$ cat src/rtl/rxw_pkg.sv
package rxw_pkg;

   typedef enum logic [3:0] {
      S_IDLE, S_DRAIN, S_ALLOC, S_HDR, S_PAY, S_ODD, S_CRC, S_TAIL, S_CTRL, S_FIN
   } wr_state_e;

   // receive-control bit positions
   localparam int RC_EN    = 8;
   localparam int RC_STRIP = 9;
   localparam int RC_SRST  = 15;

   // status word bit positions
   localparam int ST_LONG = 11;
   localparam int ST_ODD  = 12;

   localparam logic [7:0]  CTL_ODD   = 8'h60;
   localparam logic [7:0]  CTL_EVEN  = 8'h40;
   localparam logic [31:0] CRC_POLY  = 32'hEDB8_8320;
   localparam logic [31:0] CRC_SEED  = 32'hFFFF_FFFF;

   // one byte through the reflected CRC-32 register
   function automatic logic [31:0] crc32_step(input logic [31:0] c, input logic [7:0] d);
      logic [31:0] r;
      r = c ^ {24'h0, d};
      for (int i = 0; i < 8; i++)
         r = r[0] ? ((r >> 1) ^ CRC_POLY) : (r >> 1);
      return r;
   endfunction

endpackage

$ cat src/rtl/rxw_sizer.sv
module rxw_sizer
   import rxw_pkg::*;
#(
   parameter int LEN_W      = 12,
   parameter int PAGE_BYTES = 2048,
   parameter int MIN_FRAME  = 64,
   parameter int LONG_LIMIT = 1518
) (
   input  logic [LEN_W-1:0] len,
   input  logic [15:0]      ctrl,
   output logic             take,
   output logic             keep_crc,
   output logic [LEN_W-1:0] pad_len,
   output logic [15:0]      byte_cnt,
   output logic [15:0]      status
);
   localparam int CW = LEN_W + 2;

   logic [CW-1:0] cnt_w;
   logic          unused_ctrl;

   assign unused_ctrl = ^ctrl;

   always_comb begin
      pad_len  = (len < LEN_W'(MIN_FRAME)) ? LEN_W'(MIN_FRAME) : len;
      keep_crc = !ctrl[RC_STRIP];
      // even-rounded padded length + header/trailer, + CRC when kept
      cnt_w    = CW'({pad_len[LEN_W-1:1], 1'b0}) + CW'(6) + (keep_crc ? CW'(4) : CW'(0));
      byte_cnt = 16'(cnt_w);

      status          = '0;
      status[ST_LONG] = (len > LEN_W'(LONG_LIMIT));
      status[ST_ODD]  = len[0];

      take = ctrl[RC_EN] && !ctrl[RC_SRST] && (cnt_w <= CW'(PAGE_BYTES));
   end

endmodule

$ cat src/rtl/rxw_crc32.sv
module rxw_crc32
   import rxw_pkg::*;
(
   input  logic        clk,
   input  logic        rst_n,
   input  logic        clr,
   input  logic        en,
   input  logic [7:0]  d,
   output logic [31:0] crc_out
);
   logic [31:0] reg_q;

   always_ff @(posedge clk or negedge rst_n) begin
      if (!rst_n)   reg_q <= CRC_SEED;
      else if (clr) reg_q <= CRC_SEED;
      else if (en)  reg_q <= crc32_step(reg_q, d);
   end

   assign crc_out = ~reg_q;

endmodule

$ cat src/rtl/rx_frame_writer.sv
module rx_frame_writer
   import rxw_pkg::*;
#(
   parameter int PAGES      = 4,
   parameter int PAGE_BYTES = 2048,
   parameter int LEN_W      = 12,
   parameter int MIN_FRAME  = 64,
   parameter int LONG_LIMIT = 1518,
   localparam int PG_W = (PAGES > 1) ? $clog2(PAGES) : 1,
   localparam int AW   = $clog2(PAGE_BYTES)
) (
   input  logic             clk,
   input  logic             rst_n,
   input  logic [15:0]      rx_ctrl,
   input  logic             frm_valid,
   input  logic [LEN_W-1:0] frm_len,
   output logic             frm_ready,
   input  logic             byte_valid,
   input  logic [7:0]       byte_data,
   output logic             byte_ready,
   output logic             alloc_req,
   input  logic             alloc_ack,
   input  logic             alloc_fail,
   input  logic [PG_W-1:0]  alloc_page,
   output logic             ram_we,
   output logic [PG_W-1:0]  ram_page,
   output logic [AW-1:0]    ram_addr,
   output logic [7:0]       ram_wdata,
   output logic             rxq_push,
   output logic [PG_W-1:0]  rxq_page,
   output logic             rcv_irq_set,
   output logic             done
);
   localparam int CW = LEN_W + 1;
   localparam logic [CW-1:0] C_ONE = CW'(1);
   localparam logic [AW-1:0] A_ONE = AW'(1);

   generate
      if (LEN_W > 15) begin : g_len_chk
         $error("LEN_W too wide for a 16-bit byte count");
      end
      if ((1 << AW) != PAGE_BYTES) begin : g_page_chk
         $error("PAGE_BYTES must be a power of two");
      end
      if (PAGE_BYTES < MIN_FRAME + 10) begin : g_min_chk
         $error("page cannot hold a minimum frame");
      end
   endgenerate

   wr_state_e        st;
   logic [CW-1:0]    cnt;
   logic [LEN_W-1:0] len_q, pad_q;
   logic             keep_q;
   logic [15:0]      stat_q, bc_q;
   logic [PG_W-1:0]  page_q;
   logic [AW-1:0]    wa;
   logic [7:0]       hold_q;

   logic             sz_take, sz_keep;
   logic [LEN_W-1:0] sz_pad;
   logic [15:0]      sz_cnt, sz_stat;
   logic [31:0]      crc_val;
   logic             crc_en;
   logic [7:0]       crc_d;
   logic             from_stream, take, odd_tail, pay_last;
   logic [CW-1:0]    even_m1;

   rxw_sizer #(.LEN_W(LEN_W), .PAGE_BYTES(PAGE_BYTES), .MIN_FRAME(MIN_FRAME),
               .LONG_LIMIT(LONG_LIMIT)) u_size (
      .len(frm_len), .ctrl(rx_ctrl), .take(sz_take), .keep_crc(sz_keep),
      .pad_len(sz_pad), .byte_cnt(sz_cnt), .status(sz_stat));

   rxw_crc32 u_crc (
      .clk(clk), .rst_n(rst_n), .clr(st == S_IDLE), .en(crc_en), .d(crc_d), .crc_out(crc_val));

   assign from_stream = cnt < {1'b0, len_q};
   assign odd_tail    = pad_q[0];
   assign even_m1     = {1'b0, pad_q[LEN_W-1:1], 1'b0} - C_ONE;
   assign pay_last    = (cnt == even_m1);
   assign take        = byte_valid && byte_ready;

   always_comb begin
      frm_ready   = (st == S_IDLE);
      alloc_req   = (st == S_ALLOC);
      byte_ready  = 1'b0;
      ram_we      = 1'b0;
      ram_wdata   = 8'h00;
      crc_en      = 1'b0;
      crc_d       = byte_data;
      done        = (st == S_FIN);
      rxq_push    = done;
      rcv_irq_set = done;
      case (st)
         S_DRAIN: byte_ready = from_stream;
         S_HDR: begin
            ram_we = 1'b1;
            case (cnt[1:0])
               2'd0: ram_wdata = stat_q[7:0];
               2'd1: ram_wdata = stat_q[15:8];
               2'd2: ram_wdata = bc_q[7:0];
               default: ram_wdata = bc_q[15:8];
            endcase
         end
         S_PAY: begin
            byte_ready = from_stream;
            ram_we     = from_stream ? byte_valid : 1'b1;
            ram_wdata  = from_stream ? byte_data : 8'h00;
            crc_en     = ram_we;
            crc_d      = ram_wdata;
         end
         S_ODD: begin
            byte_ready = 1'b1;
            crc_en     = byte_valid;
         end
         S_CRC: begin
            ram_we    = 1'b1;
            ram_wdata = crc_val[{cnt[1:0], 3'b000} +: 8];
         end
         S_TAIL: begin
            ram_we    = 1'b1;
            ram_wdata = odd_tail ? hold_q : 8'h00;
         end
         S_CTRL: begin
            ram_we    = 1'b1;
            ram_wdata = odd_tail ? CTL_ODD : CTL_EVEN;
         end
         default: ;
      endcase
   end

   assign ram_page = page_q;
   assign ram_addr = wa;
   assign rxq_page = page_q;

   always_ff @(posedge clk or negedge rst_n) begin
      if (!rst_n) begin
         st <= S_IDLE;  cnt <= '0;    len_q <= '0;  pad_q <= '0;
         keep_q <= 1'b0; stat_q <= '0; bc_q <= '0;  page_q <= '0;
         wa <= '0;      hold_q <= '0;
      end else begin
         case (st)
            S_IDLE: if (frm_valid) begin
               len_q  <= frm_len;   pad_q <= sz_pad;  keep_q <= sz_keep;
               stat_q <= sz_stat;   bc_q  <= sz_cnt;  cnt    <= '0;
               st     <= sz_take ? S_ALLOC : S_DRAIN;
            end
            S_DRAIN: begin
               if (!from_stream) st <= S_IDLE;
               else if (take)    cnt <= cnt + C_ONE;
            end
            S_ALLOC: if (alloc_ack) begin
               if (alloc_fail) st <= S_DRAIN;
               else begin
                  page_q <= alloc_page;
                  wa     <= '0;
                  st     <= S_HDR;
               end
            end
            S_HDR: begin
               wa <= wa + A_ONE;
               if (cnt[1:0] == 2'd3) begin cnt <= '0; st <= S_PAY; end
               else cnt <= cnt + C_ONE;
            end
            S_PAY: if (ram_we) begin
               wa <= wa + A_ONE;
               if (pay_last) begin
                  cnt <= '0;
                  st  <= odd_tail ? S_ODD : (keep_q ? S_CRC : S_TAIL);
               end else cnt <= cnt + C_ONE;
            end
            S_ODD: if (take) begin
               hold_q <= byte_data;
               st     <= keep_q ? S_CRC : S_TAIL;
            end
            S_CRC: begin
               wa <= wa + A_ONE;
               if (cnt[1:0] == 2'd3) begin cnt <= '0; st <= S_TAIL; end
               else cnt <= cnt + C_ONE;
            end
            S_TAIL: begin wa <= wa + A_ONE; st <= S_CTRL; end
            S_CTRL: begin wa <= wa + A_ONE; st <= S_FIN; end
            default: st <= S_IDLE;
         endcase
      end
   end


   done_after_ctrl_chk: assert property (@(posedge clk) disable iff (!rst_n)
      done |-> ($past(ram_we) && ($past(ram_wdata) == CTL_ODD || $past(ram_wdata) == CTL_EVEN)));


   alloc_hold_chk: assert property (@(posedge clk) disable iff (!rst_n)
      (alloc_req && !alloc_ack) |=> alloc_req);


   addr_step_chk: assert property (@(posedge clk) disable iff (!rst_n)
      (ram_we && $past(ram_we)) |-> (ram_addr == $past(ram_addr) + A_ONE && ram_page == $past(ram_page)));


   disabled_no_alloc_chk: assert property (@(posedge clk) disable iff (!rst_n)
      (frm_valid && frm_ready && !rx_ctrl[RC_EN]) |=> !alloc_req);

endmodule

$ cat config.mk
export PLATFORM = sky130hd
export DESIGN_NAME = rx_frame_writer
export DESIGN_NICKNAME = d
export VERILOG_FILES = /design/src/rtl/rxw_pkg.sv /design/src/rtl/rxw_sizer.sv /design/src/rtl/rxw_crc32.sv /design/src/rtl/rx_frame_writer.sv
export SDC_FILE = /design/constraint.sdc
export NUM_CORES = 1
export LEC_CHECK = 0
export CELL_PAD_IN_SITES_DETAIL_PLACEMENT = 1
export CELL_PAD_IN_SITES_GLOBAL_PLACEMENT = 1
export CORE_AREA = 2 2 114 160
export DETAILED_ROUTE_END_ITERATION = 8
export DIE_AREA = 0 0 116 162
export PLACE_DENSITY = 0.89
export SLEW_MARGIN = 20
export SYNTH_ARGS = -nofsm -noshare
export SYNTH_HDL_FRONTEND = slang
export SYNTH_SLANG_ARGS = --single-unit
$ cat constraint.sdc
create_clock -name clk -period 3.9 [get_ports clk]
set_input_delay 0.585 -clock clk [delete_from_list [all_inputs] [get_ports clk]]
set_output_delay 0.585 -clock clk [all_outputs]
set_load 0.05 [all_outputs]
==> metrics.cfg, run 1 <==
[status]
status=completed

[place]
place_hpwl_mm=19.8
globalplace.congestion=0.888
dp_slack_ns=-0.169
place_inst=1159
port_buffers=60

[global_route]
grt_pass1_wl_mm=41.5
grt_pass1_vias=7735
grtUsageTotal=0.287
antenna_found_initial=0
grt.overflow.total=0
grt_max_degree=48

[setup_path]
required_ns=3.31
worstSetupEndpointType=output port
cp-start-kind=flop
path_cells=ha_1, a211oi_1, nand2_2, nor2_1, a22o_2, o21ai_0, a21boi_0, buf_4, buf_12
slowest_stage=a211oi_1
crit_type=reg2out
path_max_fanout=12
cp.arrival_ns=3.13
slowest_delay_ns=0.44

[power_and_ir_drop]
cellLeakagePower_nw=3.82
ir_drop_v=0.000795
p_per_area_nw_per_um2=782

[timing]
skew_ns=0.0104
hold_slack_ns=0.241
hold_violations=0
post-route-period-util=0.953
setup_ws_ns=0.183
relSlewSlack=0.504
slew_violations=0
fin_crit_ns=3.72
max_freq_mhz=269
finalSetupViolCount=0
worstMarginPinSlew_ns=0.742
rsz0062_at_grt=false
tns_ns=0

[cts]
cts_hold_buffers=0
numCtsBuffers=9
cts-root-buf=clkbuf_16
cts_htree_levels=3
clock_path_buffers=2
cts_tree=yes
clock_sinks=109
post_cts_buffers=0
ctsResizeCount=0
insertion_delay_ns=0.35
path_clk_slew_ns=0.08

[logic_synthesis]
synthAdderAreaFrac=0.0326
seq_area_frac_synth=0.361
ys_ff_latch=109
synth_mux_area_frac=0.0437
synth_area_um2=7680
synthArstFlopShare=1.00
synth-xor-area-share=0.152
yosys_most_used_dff=dfrtp_1
synth_nets=911
synth_top_family_by_area=simple AND/OR/NAND/NOR gates
synth.distinct_cells=75
avgSynthCellArea_um2=9.06
synth-simple-area-share=0.185
synth_edf_count=0
synthCells=847
yosysWarnings=0
synth_compound_gate_area_share=0.178

[route]
wl_mm=26.0
route.detailed.drc=0
vias_per_cell=6.04
num_vias=7096
first_pass_iters=5
wl_per_cell_um=22.1
ant_nets=0
first_iter_violations=407

[die]
fp.coreArea_um2=17300
initial_utilization=0.445
rows=57
dieArea_um2=18800
io-pin-count=74
die_x_um=116
die_height_um=162

[final_layout]
n_antenna_cell=0
syn2layout_area_growth_pct=21.3
drive_above_1_share=0.179
layout.cells.non_filler=1175
final_net_count=998

[job]
cap_violations=0

[hold_path]
hp-class=in2async

synthesized netlist by cell type, types with 8 or more instances:
master       n  area share
o21ai_0     49       0.032
nor3_1      52       0.034
xnor3_1     11       0.032
clkbuf_1    34       0.017
a21oi_1     59       0.038
xnor2_1     61       0.070
mux4_2       8       0.023
dfstp_2     32        0.11
dfrtp_1     77        0.25
and2_1       9      0.0073
buf_2        9      0.0059
o22ai_1      9      0.0073
nand2b_1     9      0.0073
xor2_1      36       0.041
mux2_2      12       0.018
or3_1       10      0.0081
a2111oi_0    8      0.0091
and3_1       8      0.0065
nand2_1    102       0.050
inv_1       30       0.015
ha_1        20       0.033
nand3_1     11      0.0072
nor2_1      43       0.021
o31ai_1     11       0.011
sequential cells by signal (all words and copies together), names as in the netlist:
name / flops
len_q: 12
stat_q: 1
cnt: 13
st: 4
pad_q: 12
hold_q: 8
keep_q: 1
ram_page: 2
ram_addr: 11
u_crc.reg_q: 32
bc_q: 13
layer usage:
layer,GRT usage,up-vias,share of wire
met5,0,-,0
met1,0.308,3578,0.36
met3,0.0373,111,0.030
met2,0.524,204,0.54
li1,-,3203,-
met4,0.175,0,0.067
through the flow:
step	instance area, um^2	utilization	total power [mW]
2_1_floorplan	7680	-	4.76
3_3_place_gp	8960	0.519	5.94
3_5_place_dp	8960	0.519	6.17
4_1_cts	9280	0.538	7.26
5_1_grt	9310	0.539	7.67
6_report	9310	0.539	7.28
critical path: cells and delay by family, from the launching register on:
family	cells	cell delay [ns]
AO/OA/AOI/OAI	4	1.21
flip-flops	1	0.40
adder cells (fa/ha/maj)	1	0.33
buffers and inverters	2	0.33
AND/OR/NAND/NOR	2	0.50
cell usage in the layout, fill, tap and decap left out, types with 8 or more instances in the layout:
cell and n:
nand2_1 100, xor2_1 36, inv_1 30, clkdlybuf4s50_1 49, mux4_2 8, a2111oi_0 8
dfrtp_1 77, and2_1 9, dfstp_2 32, o22ai_1 9, o31ai_1 11, o21ai_0 49
xnor3_1 11, buf_12 9, nor3_1 52, ha_1 20, nor2_1 43, a21oi_1 59
xnor2_1 61, nand2b_1 9, and3_1 8, nand3_1 10, buf_4 75, clkbuf_16 10
or3_1 10, mux2_2 12
kinds of logic after synthesis:
family | count (synthesis)
xor+xnor | 112
simple gates | 287
flops | 109
fa+ha+maj | 20
buf+inv | 87
mux | 22
compound gates | 210
area by class of cell:
type                            instances  area [um^2]
Timing Repair Buffer                  133         1230
Fill cell                            2032         7950
Multi-Input combinational cell        651         4570
Inverter                               30          113
Clock inverter                          5         61.3
Sequential cell                       109         2770
Tap cell                              236          295
Clock buffer                           11          264
power breakdown:
| group | switching (mW) | total (mW) | internal (mW) |
|---|---|---|---|
| combinational | 2.40 | 4.29 | 1.89 |
| clock | 0.451 | 1.01 | 0.561 |
| sequential | 0.391 | 1.98 | 1.59 |
| total | 3.24 | 7.28 | 4.03 |
path summary, 6_finish.rpt:
kind / from / to / slack [ns] / depth (start not counted)
worst max-delay path: cnt[11] / byte_ready / 0.18 / 9
worst min-delay path: rst_n / cnt[8] / 0.24 / 1
worst max register to register: pad_q[1] / cnt[6] / 0.26 / 10
worst min register to register: bc_q[7] / bc_q[7] / 0.49 / 2
max in group asynchronous: rst_n / u_crc.reg_q[1] / 2.72 / 2
min in group clk: bc_q[7] / bc_q[7] / 0.49 / 2
No activity file was read; power rests on OpenSTA's default activity.
==> run 2: changes to the inputs <==
==> constraint.sdc (replaced) <==
create_clock -name clk -period 3.9 [get_ports clk]
set_input_delay 0.585 -clock clk [delete_from_list [all_inputs] [get_ports clk]]
set_output_delay 0.585 -clock clk [all_outputs]
set_load 0.02 [all_outputs]
==> run 2 against run 1 <==
Sequential share of layout area grew 0.34 points. Clock skew grew 0.0013 ns. Routed wire length shrank 1.1%. Flip-flop and latch count is the same. Register-to-register slack lost 0.06 ns. Critical path depth shrank 1. Power shrank 4.3%. Count of clock-buffer cells in the layout shrank 2. Maximum frequency shrank 0.68%. Setup slack lost 0.025 ns. Via count shrank 0.93%. Highest routed layer is now met5.
==> metrics.cfg, run 2 (synthesis results as in run 1) <==
[cts]
cts-root-buf=clkbuf_16
cts_tree=yes
cts_htree_levels=3  ; unchanged
ctsResizeCount=0  ; unchanged
path_clk_slew_ns=0.08  ; about the same
insertion_delay_ns=0.36  ; about the same
numCtsBuffers=9  ; unchanged
cts_hold_buffers=0  ; unchanged
clock_path_buffers=2  ; unchanged
clock_sinks=109  ; unchanged
post_cts_buffers=0  ; unchanged

[route]
vias_per_cell=6.00  ; -0.68%
first_pass_iters=5  ; unchanged
first_iter_violations=466  ; +14%
num_vias=7030  ; -0.93%
wl_per_cell_um=21.9  ; -0.88%
ant_nets=0  ; unchanged
wl_mm=25.7  ; -1.1%
route.detailed.drc=0  ; unchanged

[power_and_ir_drop]
pwr-share-seq=0.287  ; +0.015
combPwrFrac=0.571  ; -0.018
ir_drop_v=0.000496  ; -38%
p_per_area_nw_per_um2=756  ; -3.2%
cellLeakagePower_nw=3.90  ; +2.1%
power.net_switching_mw=3.05  ; -5.9%
power.internal_mw=3.91  ; -3.1%
power_switching_share=0.438  ; -0.00737
p_clk_frac=0.142  ; +0.003

[setup_path]
rrSetupSlack_ns=0.20  ; -0.06 ns
cp.arrival_ns=3.16  ; +0.03 ns
cp-start-kind=flop
r2r_end=cnt[6]
slowest_delay_ns=0.66  ; +0.22 ns
cp.depth=8  ; -1
path_cells=ha_1, and4_1, a211o_1, nor2_1, a22o_1, o21ai_0, a21boi_1, clkdlybuf4s50_1
cpLargestDelayFamily=compound AO/OA/AOI/OAI gates
path_max_fanout=4  ; -8
crit_type=reg2out
cp-startpoint=cnt[6]
rr_startpoint=pad_q[1]
reg2reg_depth=10  ; unchanged
crit_buf_inv=1  ; -1
slowest_stage=clkdlybuf4s50_1
crit_path_end=byte_ready
required_ns=3.31  ; about the same
worstSetupEndpointType=output port

[die]
die_x_um=116  ; unchanged
rows=57  ; unchanged
die_height_um=162  ; unchanged
initial_utilization=0.445  ; unchanged
dieArea_um2=18800  ; unchanged
fp.coreArea_um2=17300  ; unchanged
io-pin-count=74  ; unchanged

[global_route]
antenna_found_initial=1  ; +1
grt_max_degree=57  ; +19%
grt_pass1_wl_mm=41.6  ; about the same
grtUsageTotal=0.286  ; -0.00113
grt_pass1_vias=7584  ; -2.0%
grt.overflow.total=0  ; unchanged

[timing]
finalSetupViolCount=0  ; unchanged
hold_violations=0  ; unchanged
fin_crit_ns=3.74  ; +0.0254 ns
post-route-period-util=0.960  ; +0.00651
worstMarginPinSlew_ns=0.766  ; +0.0242 ns
max_freq_mhz=267  ; -0.68%
hold_slack_ns=0.294  ; +0.0530 ns
rsz0062_at_grt=false
slew_violations=0  ; unchanged
relSlewSlack=0.489  ; -0.0145
skew_ns=0.0117  ; +0.00126 ns

[job]
cap_violations=0  ; unchanged

[final_layout]
syn2layout_area_growth_pct=19.9
final_net_count=995  ; -0.30%
largest_register_ffs=32  ; unchanged
layout.cells.non_filler=1172  ; -0.26%
largest_register=u_crc.reg_q
layout_common_cells=101 x nand2_1, 77 x dfrtp_1, 70 x buf_4
n_antenna_cell=0  ; unchanged
reg.largest.list=u_crc.reg_q x32, bc_q x13, cnt x13
layout_commonest_cell=nand2_1
drive_above_1_share=0.162  ; -0.0165

[status]
status=completed

[place]
globalplace.congestion=0.907  ; +2.0%
port_buffers=60  ; unchanged
place_hpwl_mm=19.4  ; -1.7%
place_inst=1156  ; -0.26%

[hold_path]
hp-class=in2async

## run 2: cell count changes in the layout (fill, tap and decap cells not counted), sizes merged
cell           previous run  this run
clkdlybuf4s50            49        51
clkbuf                   11         9
clkinv                    2         1
inv                      32        35
dlymetal6s2s              0         8
buf                      84        71
## run 2: power groups by stage
stage / clock (mW) / combinational (mW) / sequential (mW)
after global placement: 0 / 3.72 / 1.96
after floorplan: 0 / 2.75 / 1.86
after detailed placement: 0 / 3.93 / 2.00
final: 0.989 / 3.97 / 1.99
after CTS: 1.00 / 3.97 / 1.99
after global routing: 1.04 / 4.31 / 2.04
## run 2: cell type report
type	count	area [um^2]
multi-input cells	651	4560
fillers	1999	8060
repair buffers	130	1160
flip-flops and latches	109	2770
clock inverters	7	80.1
clock buffers	9	225
inverters	30	113
well taps	236	295
## run 2: metal layers
layer / share of wire / vias to the layer above / global-route usage
li1: - / 3198 / -
met1: 0.36 / 3584 / 0.319
met2: 0.56 / 174 / 0.532
met3: 0.031 / 72 / 0.0332
met4: 0.048 / 2 / 0.134
met5: 0.00039 / - / 0
## run 2: per-stage QoR
stage	power (mW)	util	TNS [ns]	worst slack (ns)	cell area [um^2]
after CTS	6.96	0.531	0	0.0710	9170
after global placement	5.68	0.513	-0.139	-0.0884	8860
after global routing	7.39	0.533	0	0.00184	9200
final	6.96	0.533	0	0.158	9200
after detailed placement	5.94	0.513	-0.396	-0.219	8860
after floorplan	4.61	-	0	0.206	7680
## run 2: how the worst min path moves through the flow
| stage | from | cells past startpoint | endpoint | slack, ns |
|---|---|---|---|---|
| detailed placement | bc_q[8] | 2 | bc_q[8] | 0.48 |
| floorplan | rst_n | 0 | bc_q[10] | 0.29 |
| global route | rst_n | 1 | cnt[9] | 0.36 |
| global placement | bc_q[8] | 2 | bc_q[8] | 0.47 |
| finish | rst_n | 1 | cnt[9] | 0.29 |
| CTS | rst_n | 1 | cnt[9] | 0.33 |
==> run 3: changes to the inputs <==
--- a/config.mk
+++ b/config.mk
@@ -7,10 +7,10 @@
 export LEC_CHECK = 0
 export CELL_PAD_IN_SITES_DETAIL_PLACEMENT = 1
 export CELL_PAD_IN_SITES_GLOBAL_PLACEMENT = 1
-export CORE_AREA = 2 2 114 160
+export CORE_AREA = 2 2 122 171
 export DETAILED_ROUTE_END_ITERATION = 8
-export DIE_AREA = 0 0 116 162
-export PLACE_DENSITY = 0.89
+export DIE_AREA = 0 0 124 173
+export PLACE_DENSITY = 0.8
 export SLEW_MARGIN = 20
 export SYNTH_ARGS = -nofsm -noshare
 export SYNTH_HDL_FRONTEND = slang
==> run 3 against run 2 <==
Register-to-register slack gained 0.03 ns. Non-clock buffer count grew 1. Critical path type is now reg2reg. Count of clock-buffer cells in the layout increased by 2. Clock skew up 0.00093 ns. Worst hold slack worse by 0.033 ns. Power shrank 1.6%. Global-route usage fell by 4.3 points. Final cell count increased by 1.5%. Combinational power is 1% lower. Via count decreased by 2.4%. Die area is 14% higher.
==> metrics.cfg, run 3 (synthesis results as in run 1) <==
[timing]
setup_ws_ns=0.226  ; +0.0680 ns
max_freq_mhz=272  ; +1.9%
rsz0062_at_grt=false
hold_violations=0  ; unchanged
finalSetupViolCount=0  ; unchanged
hold_slack_ns=0.261  ; -0.0329 ns
relSlewSlack=0.505  ; +0.0160
post-route-period-util=0.942  ; -0.0174
tns_ns=0  ; unchanged
skew_ns=0.0126  ; +0.000928 ns
fin_crit_ns=3.67  ; -0.0680 ns
worstMarginPinSlew_ns=0.740  ; -0.0264 ns
slew_violations=0  ; unchanged

[final_layout]
reg.largest.list=u_crc.reg_q x32, bc_q x13, cnt x13
largest_register_ffs=32  ; unchanged
layout_commonest_cell=nand2_1
regArea_um2=2770  ; unchanged
largest_register=u_crc.reg_q
final_net_count=996  ; +0.10%
layout_common_cells=101 x nand2_1, 77 x dfrtp_1, 71 x buf_4
layout.cells.non_filler=1189  ; +1.5%
syn2layout_area_growth_pct=19.9  ; about the same
drive_above_1_share=0.161  ; -0.00124
fin_util=0.464  ; -0.0695
multiInputGateArea_um2=4560  ; about the same
n_antenna_cell=0  ; unchanged
fin_area_um2=9200  ; about the same
nFillCells=2323  ; +16%

[cts]
clock_sinks=109  ; unchanged
path_clk_slew_ns=0.08  ; about the same
cts_htree_levels=3  ; unchanged
insertion_delay_ns=0.37  ; about the same
post_cts_buffers=0  ; unchanged
numCtsBuffers=9  ; unchanged
cts_tree=yes
clock_path_buffers=2  ; unchanged
cts-root-buf=clkbuf_16
cts_hold_buffers=0  ; unchanged

[route]
num_vias=6861  ; -2.4%
wl_per_cell_um=20.8  ; -5.3%
first_pass_iters=5  ; unchanged
first_iter_violations=341  ; -27%
ant_nets=0  ; unchanged
route.detailed.drc=0  ; unchanged
vias_per_cell=5.77  ; -3.8%
wl_mm=24.7  ; -3.9%

[place]
place_inst=1173  ; +1.5%
dp_slack_ns=-0.128  ; +0.0914 ns
port_buffers=60  ; unchanged
globalplace.congestion=0.922  ; +1.7%
place_hpwl_mm=18.9  ; -3.0%
place_area_um2=8890  ; +0.31%

[power_and_ir_drop]
p_per_area_nw_per_um2=744  ; -1.6%
power_mw=6.85  ; -1.6%
cellLeakagePower_nw=3.86  ; -1.1%
ir_drop_v=0.000587  ; +19%

[setup_path]
cp.arrival_ns=3.91  ; +0.75 ns
slowest_stage=or4b_1
required_ns=4.14  ; +0.83 ns
reg2reg_depth=10  ; unchanged
worstSetupEndpointType=flop
cp-start-kind=flop
path_max_fanout=10  ; +6
slowest_delay_ns=0.61  ; -0.05 ns
crit_type=reg2reg
path_cells=inv_1, ha_1, or4b_1, xnor2_1, nor4_2, a21oi_1, or4_1, o31a_1, nor4_4, nor2_1

[status]
status=completed

[die]
dieArea_um2=21500  ; +14%
fp.coreArea_um2=19800  ; +15%
io-pin-count=74  ; unchanged
die_height_um=173  ; +6.8%
initial_utilization=0.387  ; -0.0579
die_x_um=124  ; +6.9%
rows=61  ; +7.0%

[hold_path]
hp-class=in2async

[global_route]
grt_pass1_vias=7331  ; -3.3%
grtUsageTotal=0.243  ; -0.0427
grt_pass1_wl_mm=40.3  ; -3.0%
grt_max_degree=47  ; -18%
antenna_found_initial=0  ; -1
grt.overflow.total=0  ; unchanged

[job]
cap_violations=0  ; unchanged

run 3: repair_timing:
action	4_1_cts	5_1_grt
pin swaps	0	0
setup endpoints to repair	3	6
gates resized for setup	3	9
run 3: final timing paths:
| check | from | end | slack (ns) |
|---|---|---|---|
| worst min-delay path | rst_n | st[3] | 0.26 |
| min in group clk | bc_q[10] | bc_q[10] | 0.49 |
| worst max-delay path | pad_q[1] | cnt[6] | 0.23 |
| worst max register to register | pad_q[1] | cnt[6] | 0.23 |
| worst min register to register | bc_q[10] | bc_q[10] | 0.49 |
| max in group asynchronous | rst_n | pad_q[8] | 2.80 |
run 3: where the power goes:
part           switching, mW  leakage [nW]  internal (mW)  total [mW]
logic                   2.15          2.37           1.78        3.93
registers              0.377          1.34           1.59        1.96
clock network          0.450         0.145          0.504       0.954
run 3: worst max-delay path, delay by kind of cell (launching register included):
family,cells,cell delay [ns]
compound gates,2,0.53
simple gates,5,2.05
buf+inv,1,0.09
fa+ha+maj,1,0.22
flops,1,0.45
xor+xnor,1,0.19
run 3: area by class of cell:
type,count,area share
multi-input cells,651,0.496
flip-flops and latches,109,0.301
repair buffers,131,0.125
well taps,252,0.0343
clock buffers,11,0.0253
inverters,30,0.0122
clock inverters,5,0.00639
run 3: layer usage:
layer	vias up	wire, um	track usage	share of wire
met4	0	1630	0.149	0.066
met3	90	642	0.0363	0.026
met1	3426	9590	0.278	0.39
met5	-	0	0	0
li1	3199	-	-	-
met2	146	12800	0.418	0.52
